[config.mk]
export PLATFORM = sky130hd
export DESIGN_NAME = bcd_calendar_clock
export DESIGN_NICKNAME = d
export VERILOG_FILES = /design/src/rtl/cal_pkg.sv /design/src/rtl/cal_bcd_ctr.sv /design/src/rtl/cal_hour_unit.sv /design/src/rtl/bcd_calendar_clock.sv
export SDC_FILE = /design/constraint.sdc
export NUM_CORES = 1
export LEC_CHECK = 0
export BUFFER_PORTS_ARGS = -buffer_cell sky130_fd_sc_hd__buf_4
export CAP_MARGIN = 10
export CELL_PAD_IN_SITES_DETAIL_PLACEMENT = 1
export CELL_PAD_IN_SITES_GLOBAL_PLACEMENT = 2
export CORE_MARGIN = 2
export CORE_UTILIZATION = 33
export CTS_CLUSTER_SIZE = 28
export DETAILED_ROUTE_END_ITERATION = 10
export GPL_TIMING_DRIVEN = 0
export PLACE_DENSITY_LB_ADDON = 0.2
export SLEW_MARGIN = 20
export SYNTH_ARGS = -nofsm -noshare
export SYNTH_HDL_FRONTEND = slang
export SYNTH_HIERARCHICAL = 1
export SYNTH_SLANG_ARGS = --single-unit
export TNS_END_PERCENT = 10
[constraint.sdc]
create_clock -name clk -period 11.6 [get_ports clk]
set_clock_uncertainty 0.05 [all_clocks]
set_input_delay 0 -clock clk [delete_from_list [all_inputs] [get_ports clk]]
set_output_delay 0 -clock clk [all_outputs]
set_load 0.03 [all_outputs]
[src/rtl/cal_pkg.sv]
package cal_pkg;
  localparam int CAL_BYTES = 8;
  localparam int CAL_W     = 8 * CAL_BYTES;
  localparam int TMR_UNITS = 3;  // hundredths, seconds, minutes

  // bits that may hold a 1 in each register byte; year is the top byte
  localparam logic [CAL_W-1:0] CAL_LOAD_MASK = {8'hFF, 8'h1F, 8'h3F, 8'h37,
                                                8'hBF, 8'h7F, 8'h7F, 8'hFF};

  function automatic logic [7:0] bcd_inc(input logic [7:0] v);
    if (v[3:0] >= 4'd9) return {v[7:4] + 4'd1, 4'h0};
    return {v[7:4], v[3:0] + 4'd1};
  endfunction

  // multiple of 4 in BCD: even tens with ones 0/4/8, odd tens with ones 2/6
  function automatic logic is_leap(input logic [7:0] yr);
    if (yr[4]) return (yr[3:0] == 4'd2) || (yr[3:0] == 4'd6);
    return (yr[3:0] == 4'd0) || (yr[3:0] == 4'd4) || (yr[3:0] == 4'd8);
  endfunction

  function automatic logic [7:0] month_last(input logic [7:0] mon, input logic [7:0] yr);
    case (mon)
      8'h02:                      return is_leap(yr) ? 8'h29 : 8'h28;
      8'h04, 8'h06, 8'h09, 8'h11: return 8'h30;
      default:                    return 8'h31;
    endcase
  endfunction
endpackage

[src/rtl/cal_bcd_ctr.sv]
module cal_bcd_ctr
  import cal_pkg::*;
#(
  parameter logic [7:0] FIRST = 8'h00,
  parameter logic [7:0] RST   = 8'h00,
  parameter logic [7:0] MASK  = 8'hFF
) (
  input  logic       clk,
  input  logic       rst_n,
  input  logic       ld,
  input  logic [7:0] ld_val,
  input  logic       step,
  input  logic [7:0] last,
  output logic [7:0] val,
  output logic       wrap
);
  assign wrap = step && (val >= last);

  always_ff @(posedge clk) begin
    if (!rst_n)    val <= RST;
    else if (ld)   val <= ld_val & MASK;
    else if (wrap) val <= FIRST;
    else if (step) val <= bcd_inc(val) & MASK;
  end
endmodule

[src/rtl/cal_hour_unit.sv]
module cal_hour_unit (
  input  logic       clk,
  input  logic       rst_n,
  input  logic       ld,
  input  logic [7:0] ld_val,
  input  logic       step,
  output logic [7:0] val,
  output logic       day_carry
);
  logic [1:0] tens;
  logic [5:0] hr_inc;
  logic [7:0] nxt;
  logic       carry;

  assign tens   = val[7] ? {1'b0, val[4]} : val[5:4];
  assign hr_inc = (val[3:0] >= 4'd9) ? {tens + 2'd1, 4'h0} : {tens, val[3:0] + 4'd1};

  always_comb begin
    nxt   = val;
    carry = 1'b0;
    if (val[7]) begin
      if (val[4:0] == 5'h11) begin
        nxt[4:0] = 5'h12;
        nxt[5]   = ~val[5];
        carry    = val[5];
      end else if (val[4:0] == 5'h12) begin
        nxt[4:0] = 5'h01;
      end else begin
        nxt[4:0] = hr_inc[4:0];
      end
    end else if (val[5:0] == 6'h23) begin
      nxt[5:0] = 6'h00;
      carry    = 1'b1;
    end else begin
      nxt[5:0] = hr_inc;
    end
  end

  assign day_carry = step & carry;

  always_ff @(posedge clk) begin
    if (!rst_n)    val <= 8'h00;
    else if (ld)   val <= ld_val & 8'hBF;
    else if (step) val <= nxt;
  end
endmodule

[src/rtl/bcd_calendar_clock.sv]
module bcd_calendar_clock
  import cal_pkg::*;
(
  input  logic             clk,
  input  logic             rst_n,
  input  logic             tick_100hz,
  input  logic             load_valid,
  output logic             load_ready,
  input  logic [CAL_W-1:0] load_data,
  output logic [CAL_W-1:0] snap_o,
  output logic             halted_o,
  output logic             rst_pin_mask_o
);
  logic [7:0]         tmr_q [TMR_UNITS];
  logic [TMR_UNITS:0] chain;
  logic [7:0]         hr_q, day_q, date_q, mon_q, year_q;
  logic               day_carry, date_wrap, mon_wrap;

  assign load_ready = 1'b1;
  assign chain[0]   = tick_100hz & ~day_q[5] & ~load_valid;

  for (genvar g = 0; g < TMR_UNITS; g++) begin : g_tmr
    localparam logic [7:0] LAST = (g == 0) ? 8'h99 : 8'h59;
    localparam logic [7:0] MSK  = (g == 0) ? 8'hFF : 8'h7F;
    cal_bcd_ctr #(.FIRST(8'h00), .RST(8'h00), .MASK(MSK)) u_ctr (
      .clk(clk), .rst_n(rst_n), .ld(load_valid), .ld_val(load_data[8*g +: 8]),
      .step(chain[g]), .last(LAST), .val(tmr_q[g]), .wrap(chain[g+1])
    );
  end

  cal_hour_unit u_hour (
    .clk(clk), .rst_n(rst_n), .ld(load_valid), .ld_val(load_data[31:24]),
    .step(chain[TMR_UNITS]), .val(hr_q), .day_carry(day_carry)
  );

  cal_bcd_ctr #(.FIRST(8'h01), .RST(8'h01), .MASK(8'h3F)) u_date (
    .clk(clk), .rst_n(rst_n), .ld(load_valid), .ld_val(load_data[47:40]),
    .step(day_carry), .last(month_last(mon_q, year_q)), .val(date_q), .wrap(date_wrap)
  );

  cal_bcd_ctr #(.FIRST(8'h01), .RST(8'h01), .MASK(8'h1F)) u_month (
    .clk(clk), .rst_n(rst_n), .ld(load_valid), .ld_val(load_data[55:48]),
    .step(date_wrap), .last(8'h12), .val(mon_q), .wrap(mon_wrap)
  );

  // day-of-week plus halt (bit 5) and reset-pin mask (bit 4)
  always_ff @(posedge clk) begin
    if (!rst_n)              day_q <= 8'h31;
    else if (load_valid)     day_q <= load_data[39:32] & 8'h37;
    else if (day_carry)      day_q[2:0] <= (day_q[2:0] >= 3'd7) ? 3'd1 : day_q[2:0] + 3'd1;
  end

  always_ff @(posedge clk) begin
    if (!rst_n)          year_q <= 8'h00;
    else if (load_valid) year_q <= load_data[63:56];
    else if (mon_wrap)   year_q <= (year_q >= 8'h99) ? 8'h00 : bcd_inc(year_q);
  end

  assign snap_o         = {year_q, mon_q, date_q, day_q, hr_q, tmr_q[2], tmr_q[1], tmr_q[0]};
  assign halted_o       = day_q[5];
  assign rst_pin_mask_o = day_q[4];
endmodule

After elaboration in Yosys (flattened, before gate mapping)
Cells that the tools add are included.
{"block": "totals", "reg_bits": 53, "latchBits": 0, "ram_bits": 0, "rom_bits": 0, "mem_count": 0}
{"block": "op_classes", "add_sub_neg": 15, "multipliers": 0, "n_div": 0, "magnitude_cmp": 14, "n_eq_ne": 13, "shifts": 0, "mux": 81, "n_bitwise": 6, "reduce_logical": 31}
{"cell": "8-bit 2-to-1 mux", "count": 11}
{"cell": "7-bit 2-to-1 mux", "count": 10}
{"cell": "6-bit 2-to-1 mux", "count": 9}
{"cell": "1-bit 2-to-1 mux", "count": 39}
{"cell": "4-bit by 1-bit adder with 4-bit output (second input constant)", "count": 9}
{"cell": "5-bit 2-to-1 mux", "count": 7}
{"cell": "3-bit nonzero test", "count": 11}
{"cell": "4-bit >= comparator (second input constant)", "count": 7}
{"cell": "8-bit >= comparator (second input constant)", "count": 2}
{"cell": "5-bit == test (second input constant)", "count": 3}
{"cell": "7-bit >= comparator (second input constant)", "count": 2}
{"cell": "2-bit AND reduction", "count": 7}
{"cell": "5-bit by 3-bit == test with 1-bit output (second input constant)", "count": 2}
{"cell": "5-bit one-hot mux with 2 select lines", "count": 1}
{"cell": "3-bit by 1-bit adder with 3-bit output (second input constant)", "count": 3}
{"cell": "3-bit 2-to-1 mux", "count": 3}
{"cell": "4-bit by 3-bit == test with 1-bit output (second input constant)", "count": 2}
{"cell": "6-bit == test (second input constant)", "count": 1}
{"cell": "6-bit >= comparator", "count": 1}
{"cell": "2-bit nonzero test", "count": 3}
{"cell": "5-bit by 2-bit == test with 1-bit output (second input constant)", "count": 1}
{"cell": "5-bit by 4-bit == test with 1-bit output (second input constant)", "count": 1}
{"cell": "5-bit >= comparator (second input constant)", "count": 1}
{"cell": "1-bit logical AND", "count": 5}
{"cell": "other kinds (12)", "count": 19}

Depth between registers and ports, before layout
Gate-level depths: netlist of the first run.
{"block": "depth", "depth_word": 17, "ltp_mapped": 22}

Cells and area by module
The synthesis of the first run kept the hierarchy.
{"mod": "cal_bcd_ctr (g_tmr[1].u_ctr ...)", "n_inst": 2, "cells_per_inst": 82, "area_per_inst_um2": 653.1, "seq_area_each_um2": 140.1}
{"mod": "bcd_calendar_clock", "n_inst": 1, "cells_per_inst": 122, "area_per_inst_um2": 1051.0, "seq_area_each_um2": 260.2}
{"mod": "cal_bcd_ctr (g_tmr[0].u_ctr)", "n_inst": 1, "cells_per_inst": 97, "area_per_inst_um2": 757.0, "seq_area_each_um2": 160.2}
{"mod": "cal_hour_unit", "n_inst": 1, "cells_per_inst": 83, "area_per_inst_um2": 641.9, "seq_area_each_um2": 140.1}
{"mod": "cal_bcd_ctr (u_date)", "n_inst": 1, "cells_per_inst": 76, "area_per_inst_um2": 614.3, "seq_area_each_um2": 120.1}
{"mod": "cal_bcd_ctr (u_month)", "n_inst": 1, "cells_per_inst": 62, "area_per_inst_um2": 515.5, "seq_area_each_um2": 100.1}

Worst setup path after synthesis of the first run
No wires, ideal clock.
{"block": "synth_path", "path_kind": "reg2reg", "start": "reg g_tmr[0].u_ctr.val[0]", "end": "reg year_q[6]", "setup_ns": 0.076, "t_arrival_ns": 5.095, "required_ns": 11.474, "path_slack_ns": 6.379, "stages_incl_launch_ff": 23, "path_cell_list": "dfxtp_1 inv_1 ha_1 nand2b_1 a31oi_1 o211a_1 nor2_1 clkbuf_1 nor2b_1 clkbuf_1 nor2b_1 inv_2 a211oi_1 clkbuf_1 and2_4 nor4b_2 o21ai_2 nor2_4 buf_4 nand2_1 mux2_2 or3_1 a31oi_1"}
{"block": "synth_via", "elab_chain_len": 9}
{"item": "start, declared", "line": "cal_bcd_ctr.sv:14", "text": "output logic [7:0] val,"}
{"item": "start signal, assigned", "line": "cal_bcd_ctr.sv:21", "text": "else if (ld) val <= ld_val & MASK;"}
{"item": "start signal, assigned", "line": "cal_bcd_ctr.sv:23", "text": "else if (step) val <= bcd_inc(val) & MASK;"}
{"item": "8-bit >= comparator", "line": "cal_bcd_ctr.sv:17", "text": "assign wrap = step && (val >= last);"}
{"item": "1-bit logical AND", "line": "cal_bcd_ctr.sv:17"}
{"item": "via chain[1]", "line": "bcd_calendar_clock.sv:15", "text": "logic [TMR_UNITS:0] chain;"}
{"item": "1-bit logical AND", "line": "cal_bcd_ctr.sv:17"}
{"item": "via chain[2]", "line": "bcd_calendar_clock.sv:15"}
{"item": "1-bit logical AND", "line": "cal_bcd_ctr.sv:17"}
{"item": "via chain[3]", "line": "bcd_calendar_clock.sv:15"}
{"item": "1-bit AND", "line": "cal_hour_unit.sv:39", "text": "assign day_carry = step & carry;"}
{"item": "via day_carry", "line": "bcd_calendar_clock.sv:17", "text": "logic day_carry, date_wrap, mon_wrap;"}
{"item": "1-bit logical AND", "line": "cal_bcd_ctr.sv:17"}
{"item": "via date_wrap", "line": "bcd_calendar_clock.sv:17"}
{"item": "1-bit logical AND", "line": "cal_bcd_ctr.sv:17"}
{"item": "via mon_wrap", "line": "bcd_calendar_clock.sv:17"}
{"item": "2-bit nonzero test (no line)"}
{"item": "2-bit AND reduction (no line)"}
{"item": "end signal, assigned", "line": "bcd_calendar_clock.sv:55", "text": "else if (load_valid) year_q <= load_data[63:56];"}
{"item": "end signal, assigned", "line": "bcd_calendar_clock.sv:56", "text": "else if (mon_wrap) year_q <= (year_q >= 8'h99) ? 8'h00 : bcd_inc(year_q);"}
{"item": "end, declared", "line": "bcd_calendar_clock.sv:16", "text": "logic [7:0] hr_q, day_q, date_q, mon_q, year_q;"}
The timed path passes the listed nets, and every way through them passes these cells.
A chain may end at the register's enable or synchronous reset.

Worst setup path after layout of the first run
Ends and elaborated chain as after synthesis.

==> reports/results.ini, run 1 <==
[status]
status=finished clean

[setup_path]
crit_top_cell=clkbuf_1
crit_arrival_ps=6820
start_kind=register
cp-end-kind=register
critical-path-max-stage-delay_ps=720
path_buf_inv=6
rrSetupSlack_ps=4950
cp_max_fo=10
critical_path.cell_chain=inv_1, ha_1, nand2b_1, a31oi_1, o211a_1, nor2_1, clkbuf_1, nor2b_1, clkbuf_1, nor2b_1, inv_2, a211oi_1, clkbuf_1, and2_4, nor4b_2, o21ai_2, nor2_4, buf_4, nand2_1, mux2_2, or3_1, a31oi_1
crit_required_ps=11770
path_class=register to register
cp_slowest_cell=a211oi_1
crit_family=simple AND/OR/NAND/NOR gates

[placement]
hpwl_um=11400
dp_worst_setup_slack_ps=4570
numPortBuffers=111
gp_congestion=0.857

[final_layout]
fillerInstances=1811
final-seq-area_mm2=0.00106
multiInputGateArea_mm2=0.00355
layout-drive-gt1-share_pct=21.1
nNetsFinal=945
antenna_cells=0
syn2layout_area_growth_pct=38.7

[pwr]
p_leak_uw=0.00304
max-vdd-ir-drop_uv=55.1
p_per_area_mw_per_mm2=88.6

[global_routing]
gr-total-overflow=0
use_met1_pct=24.7
antenna_found_initial=0
grt_pass1_vias=5425
track_usage_pct=20.0
grt.busiest_layer=met2
grt_pass1_wl_um=26300
grtUsageMet2_pct=36.1
grt_max_degree=39
met3_usage_pct=3.44

[sta]
max_slew.worst_pin.slew_ps=860
slew_violations=0
fmax_mhz=150
finalSetupTns_ps=0
layout_setup_ws_ps=4950
post-route-period-util_pct=57.3
finalHoldViolCount=0
post-route-min-period_ps=6650
setup_viol=0
relSlewSlack_pct=42.3
rsz0062_at_grt=false

[drt]
post_drt_wl_per_cell_um=15.8
drt_iter0_markers=229
drt.antenna.violating_nets=0
num_vias=5135
wl_um=15700
drcViolationCount=0
first_pass_iters=4
viasPerCell=5.15

[synth]
synthTopCellsByArea=dfxtp_1 22%, ha_1 16%, a21oi_1 5.1%, inv_1 4.6%, nand3_1 3.3%
avgSynthCellArea_um2=8.09
synthTopCellsByCount=64 x ha_1, 60 x inv_1, 53 x dfxtp_1
ys_seq_elements=53
synth_area_mm2=0.00489
synth_cells=604
yosys.cell_count.top_type=ha_1
synth-main-ff-cell=dfxtp_1
async_reset_ff_share_pct=0
yosys.area.top_type=dfxtp_1
synth_edf_count=0
yosysTopAreaCellShare_pct=21.7
yosysUniqueCellTypes=81
seq_area_frac_synth_pct=21.7
yosysWarnings=6

[clock_tree]
cts_hold_repair.buffers=47
numCtsBuffers=5
cts_resized=0
clk_latency_ps=300
clkTransAtPathRegs_ps=80
cts_setup_buffers=0
cts.sinks=53
htreeDepth=2
cts_tree=done
cts_root_buffer=clkbuf_16
clockBufferDepth=2

[run]
maxCapViolCount=0

[floorplan]
pin_count=135
fp-row-count=44
core_mm2=0.0145
start_util_pct=33.7
die_w_um=126
die-area_mm2=0.0158
die_h_um=126

[worst_hold_path]
hp-class=input pin to register

sequential cells by signal, indices dropped and copies added (netlist names):
register / cells
day_q: 5
g_tmr.u_ctr/val: 22
u_date/val: 6
u_hour/val: 7
u_month/val: 5
year_q: 8
final cells by class:
class | instances | area share (%)
Timing Repair Buffer | 158 | 19.2
Sequential cell | 53 | 15.7
Inverter | 64 | 3.55
Buffer | 32 | 2.97
Tap cell | 184 | 3.40
Clock inverter | 3 | 0.960
Multi-Input combinational cell | 499 | 52.4
Clock buffer | 5 | 1.85
metrics by stage:
| step | instances | hold WS, ps | utilization (%) | instance area, um2 | power, uW |
|---|---|---|---|---|---|
| after detailed placement | 943 | 180 | 42.2 | 6110 | 389 |
| after global placement | 943 | 167 | 42.2 | 6110 | 382 |
| after global routing | 998 | 9.63 | 46.8 | 6780 | 636 |
| after floorplan | 648 | 11.9 | - | 5050 | 326 |
| after CTS | 998 | 0.701 | 46.8 | 6780 | 609 |
| final | 998 | 8.28 | 46.8 | 6780 | 601 |
layout by cell type (no fill, tap or decap), drive strengths merged, types with 4 or more instances in the layout:
master and instances:
buf 131, ha 64, inv 63, dfxtp 53, conb 51, a21oi 51, dlygate4sd3 47, nand3 33
nand2 30, nor2 29, o21ai 21, nor3 18, nor3b 18, clkbuf 17, or3 14, mux2i 12
a221oi 10, o31ai 9, nand2b 9, nor2b 9, a31oi 9, a211oi 8, xor2 7, xnor2 7
o22ai 7, o211ai 7, o21a 6, and2 6, o2111ai 6, or3b 6, and3 5, nand4b 4
a211o 4
tightest hold or removal path: cells and delay by family:
family | cells | cell delay [ps]
buffers and inverters | 1 | 70
AO/OA/AOI/OAI | 2 | 120
AND/OR/NAND/NOR | 1 | 130
kinds of logic (layout without fill, tap and decap cells):
kind of cell,Yosys count,after routing,share of synthesized area [%]
buffers and inverters,96,262,9.04
XOR/XNOR,14,14,2.51
other,7,51,0.538
flip-flops,53,53,21.7
adder cells (fa/ha/maj),64,64,16.4
multiplexers,13,13,2.69
AO/OA/AOI/OAI,162,162,23.6
AND/OR/NAND/NOR,195,195,23.6
layer usage:
| metal | wire (um) | vias to the layer above |
|---|---|---|
| li1 | - | 2547 |
| met3 | 573 | 19 |
| met5 | 0 | - |
| met4 | 257 | 0 |
| met2 | 7930 | 103 |
| met1 | 6970 | 2466 |
path summary, 6_finish.rpt:
check | from | end | cells past startpoint
hold reg to reg | day_q[4] | day_q[4] | 2
setup reg to reg | g_tmr[0].u_ctr/val[0] | year_q[6] | 22
setup / recovery | g_tmr[0].u_ctr/val[0] | year_q[6] | 22
hold / removal | load_data[43] | u_date/val[3] | 4
power breakdown:
part | leakage [uW] | total [uW] | internal (uW) | switching [uW]
logic | 0.00251 | 185 | 83.6 | 102
registers | 0.000438 | 214 | 193 | 20.6
clock network | 0.0000938 | 201 | 124 | 77.6
(Power assumes the default switching activity.)
==> run 2: changes to the inputs <==
Settings changed: CORE_UTILIZATION 33 to 30.
Clock period 11.6 ns to 6.15 ns, I/O delays scaled along.
==> reports/results.ini, run 2 (synthesized netlist as in run 1, its figures left out) <==
[status]
status=finished clean  ; unchanged

[clock_tree]
cts_setup_buffers=0  ; unchanged
clk_latency_ps=310  ; was 300 ps
clockBufferDepth=2  ; unchanged
cts_tree=done  ; unchanged
numCtsBuffers=5  ; unchanged
clkTransAtPathRegs_ps=80  ; about the same
cts.sinks=53  ; unchanged
cts_root_buffer=clkbuf_16  ; unchanged
htreeDepth=2  ; unchanged

[sta]
post-route-period-util_pct=89.9  ; was 57.3%
relSlewSlack_pct=52.3  ; was 42.3%
post-route-min-period_ps=5530  ; was 6650 ps
rsz0062_at_grt=false  ; unchanged
fmax_mhz=181  ; was 150 MHz
setup_viol=0  ; unchanged
slew_violations=0  ; unchanged
max_slew.worst_pin.slew_ps=709  ; was 860 ps
finalHoldViolCount=0  ; unchanged

[placement]
numPortBuffers=111  ; unchanged
gp_congestion=0.818  ; was 0.857
hpwl_um=11800  ; was 11400 um
dpl_cell_area_mm2=0.00615  ; was 0.00611 mm2

[setup_path]
start_kind=register  ; unchanged
cp-end-kind=register  ; unchanged
cp_max_fo=10  ; unchanged
crit_arrival_ps=5710  ; was 6820 ps
path_class=register to register  ; unchanged
startpoint=g_tmr[0].u_ctr/val[0]  ; unchanged
crit_required_ps=6330  ; was 11770 ps
r2r_start=g_tmr[0].u_ctr/val[0]  ; unchanged

[global_routing]
grt_pass1_vias=5303  ; was 5425
grt_pass1_wl_um=26400  ; was 26300 um
grt_max_degree=39  ; unchanged
track_usage_pct=18.4  ; was 20.0%
antenna_found_initial=0  ; unchanged
gr-total-overflow=0  ; unchanged

[drt]
first_pass_iters=4  ; unchanged
drt.antenna.violating_nets=0  ; unchanged
viasPerCell=4.93  ; was 5.15
post_drt_wl_per_cell_um=15.3  ; was 15.8 um
drcViolationCount=0  ; unchanged
drt_iter0_markers=189  ; was 229
wl_um=15800  ; was 15700 um
num_vias=5085  ; was 5135

[pwr]
p_leak_uw=0.00304  ; about the same
p_per_area_mw_per_mm2=156  ; was 88.6 mW/mm2
total_power_uw=1060  ; was 601 uW
max-vdd-ir-drop_uv=96.0  ; was 55.1 uV

[floorplan]
die_h_um=132  ; was 126 um
die-area_mm2=0.0173  ; was 0.0158 mm2
die_w_um=132  ; was 126 um
fp-row-count=46  ; was 44
start_util_pct=30.8  ; was 33.7%
core_mm2=0.0159  ; was 0.0145 mm2
pin_count=135  ; unchanged

[worst_hold_path]
hp-class=input pin to register  ; unchanged
min-delay-start=load_data[28]  ; was load_data[43]

[final_layout]
mostFrequentLayoutCells=126 x buf_4, 64 x ha_1, 60 x inv_1  ; unchanged
stdcell_area_mm2=0.00681  ; was 0.00678 mm2
fillerInstances=1925  ; was 1811
nNetsFinal=947  ; was 945
largest_reg_flops=22  ; unchanged
regMostFlops=g_tmr.u_ctr/val  ; unchanged
final_common_cell=buf_4  ; unchanged
antenna_cells=0  ; unchanged
syn2layout_area_growth_pct=39.5  ; was 38.7%
layout-drive-gt1-share_pct=21.7  ; was 21.1%
largestRegisters=g_tmr.u_ctr/val (22), year_q (8), u_hour/val (7)  ; unchanged

[run]
maxCapViolCount=0  ; unchanged

run 2: cell count changes in the layout (fill, tap and decap cells not counted), sizes merged:
cell / before / now
clkinv: 2 / 1
clkbuf: 17 / 19
dlygate4sd3: 47 / 49
bufinv: 2 / 0
run 2: layer usage:
| metal | GRT usage (%) | vias up | part of all wire (%) |
|---|---|---|---|
| met1 | 22.6 | 2430 | 45 |
| met2 | 32.4 | 86 | 49 |
| met5 | 0 | - | 0 |
| met3 | 3.59 | 14 | 4.0 |
| met4 | 5.25 | 0 | 1.3 |
| li1 | - | 2555 | - |
run 2: path summary, 6_finish.rpt:
path | slack, ps | cells past startpoint | endpoint
worst min-delay path | 9 | 3 | u_hour/val[4]
worst max-delay path | 620 | 22 | year_q[6]
worst min register to register | 470 | 2 | day_q[4]
worst max register to register | 620 | 22 | year_q[6]
run 2: stage by stage:
| step | TNS, ps | setup slack [ps] | cells | hold WS [ps] | utilization [%] |
|---|---|---|---|---|---|
| floorplan | 0 | 929 | 648 | 11.9 | - |
| CTS | 0 | 76.2 | 1031 | 0.682 | 42.8 |
| global route | 0 | 94.8 | 1031 | 23.4 | 42.9 |
| finish | 0 | 621 | 1031 | 8.78 | 42.9 |
| global placement | -5670 | -820 | 975 | 170 | 38.7 |
| detailed placement | -6900 | -934 | 975 | 181 | 38.7 |
run 2: what timing repair did:
item / in CTS / in global routing
hold buffers: 49 / 0
hold endpoints to repair: 49 / 0
setup endpoints to repair: 8 / 8
gates resized for setup: 4 / 6
run 2: critical path, cell delays in order, from the launching register on:
cell	delay (ps)
dfxtp_1	450
inv_1	130
ha_1	300
nand2b_1	90
a31oi_1	130
o211a_1	260
nor2_1	160
clkbuf_2	260
nor2b_2	310
clkbuf_2	280
nor2b_2	370
inv_2	150
a211oi_4	360
clkbuf_2	330
and2_4	260
nor4b_2	240
o21ai_2	130
nor2_4	180
buf_4	200
nand2_1	60
mux2_2	250
or3_1	300
a31oi_1	160
run 2: power by group:
part           switching [uW]  leakage [uW]  total [uW]  internal (uW)
combinational             193       0.00253         352            158
sequential               38.5      0.000438         403            365
clock                     145     0.0000700         306            161
run 2: cell type report:
cell class                 instances  area (um2)  share of cell area, %
inverter                          64         240                   3.53
sequential                        53        1060                   15.6
timing repair buffer             160        1320                   19.4
clock buffer                       7         143                   2.09
tap                              216         270                   3.97
buffer                            32         205                   3.01
multi-input combinational        499        3570                   52.4
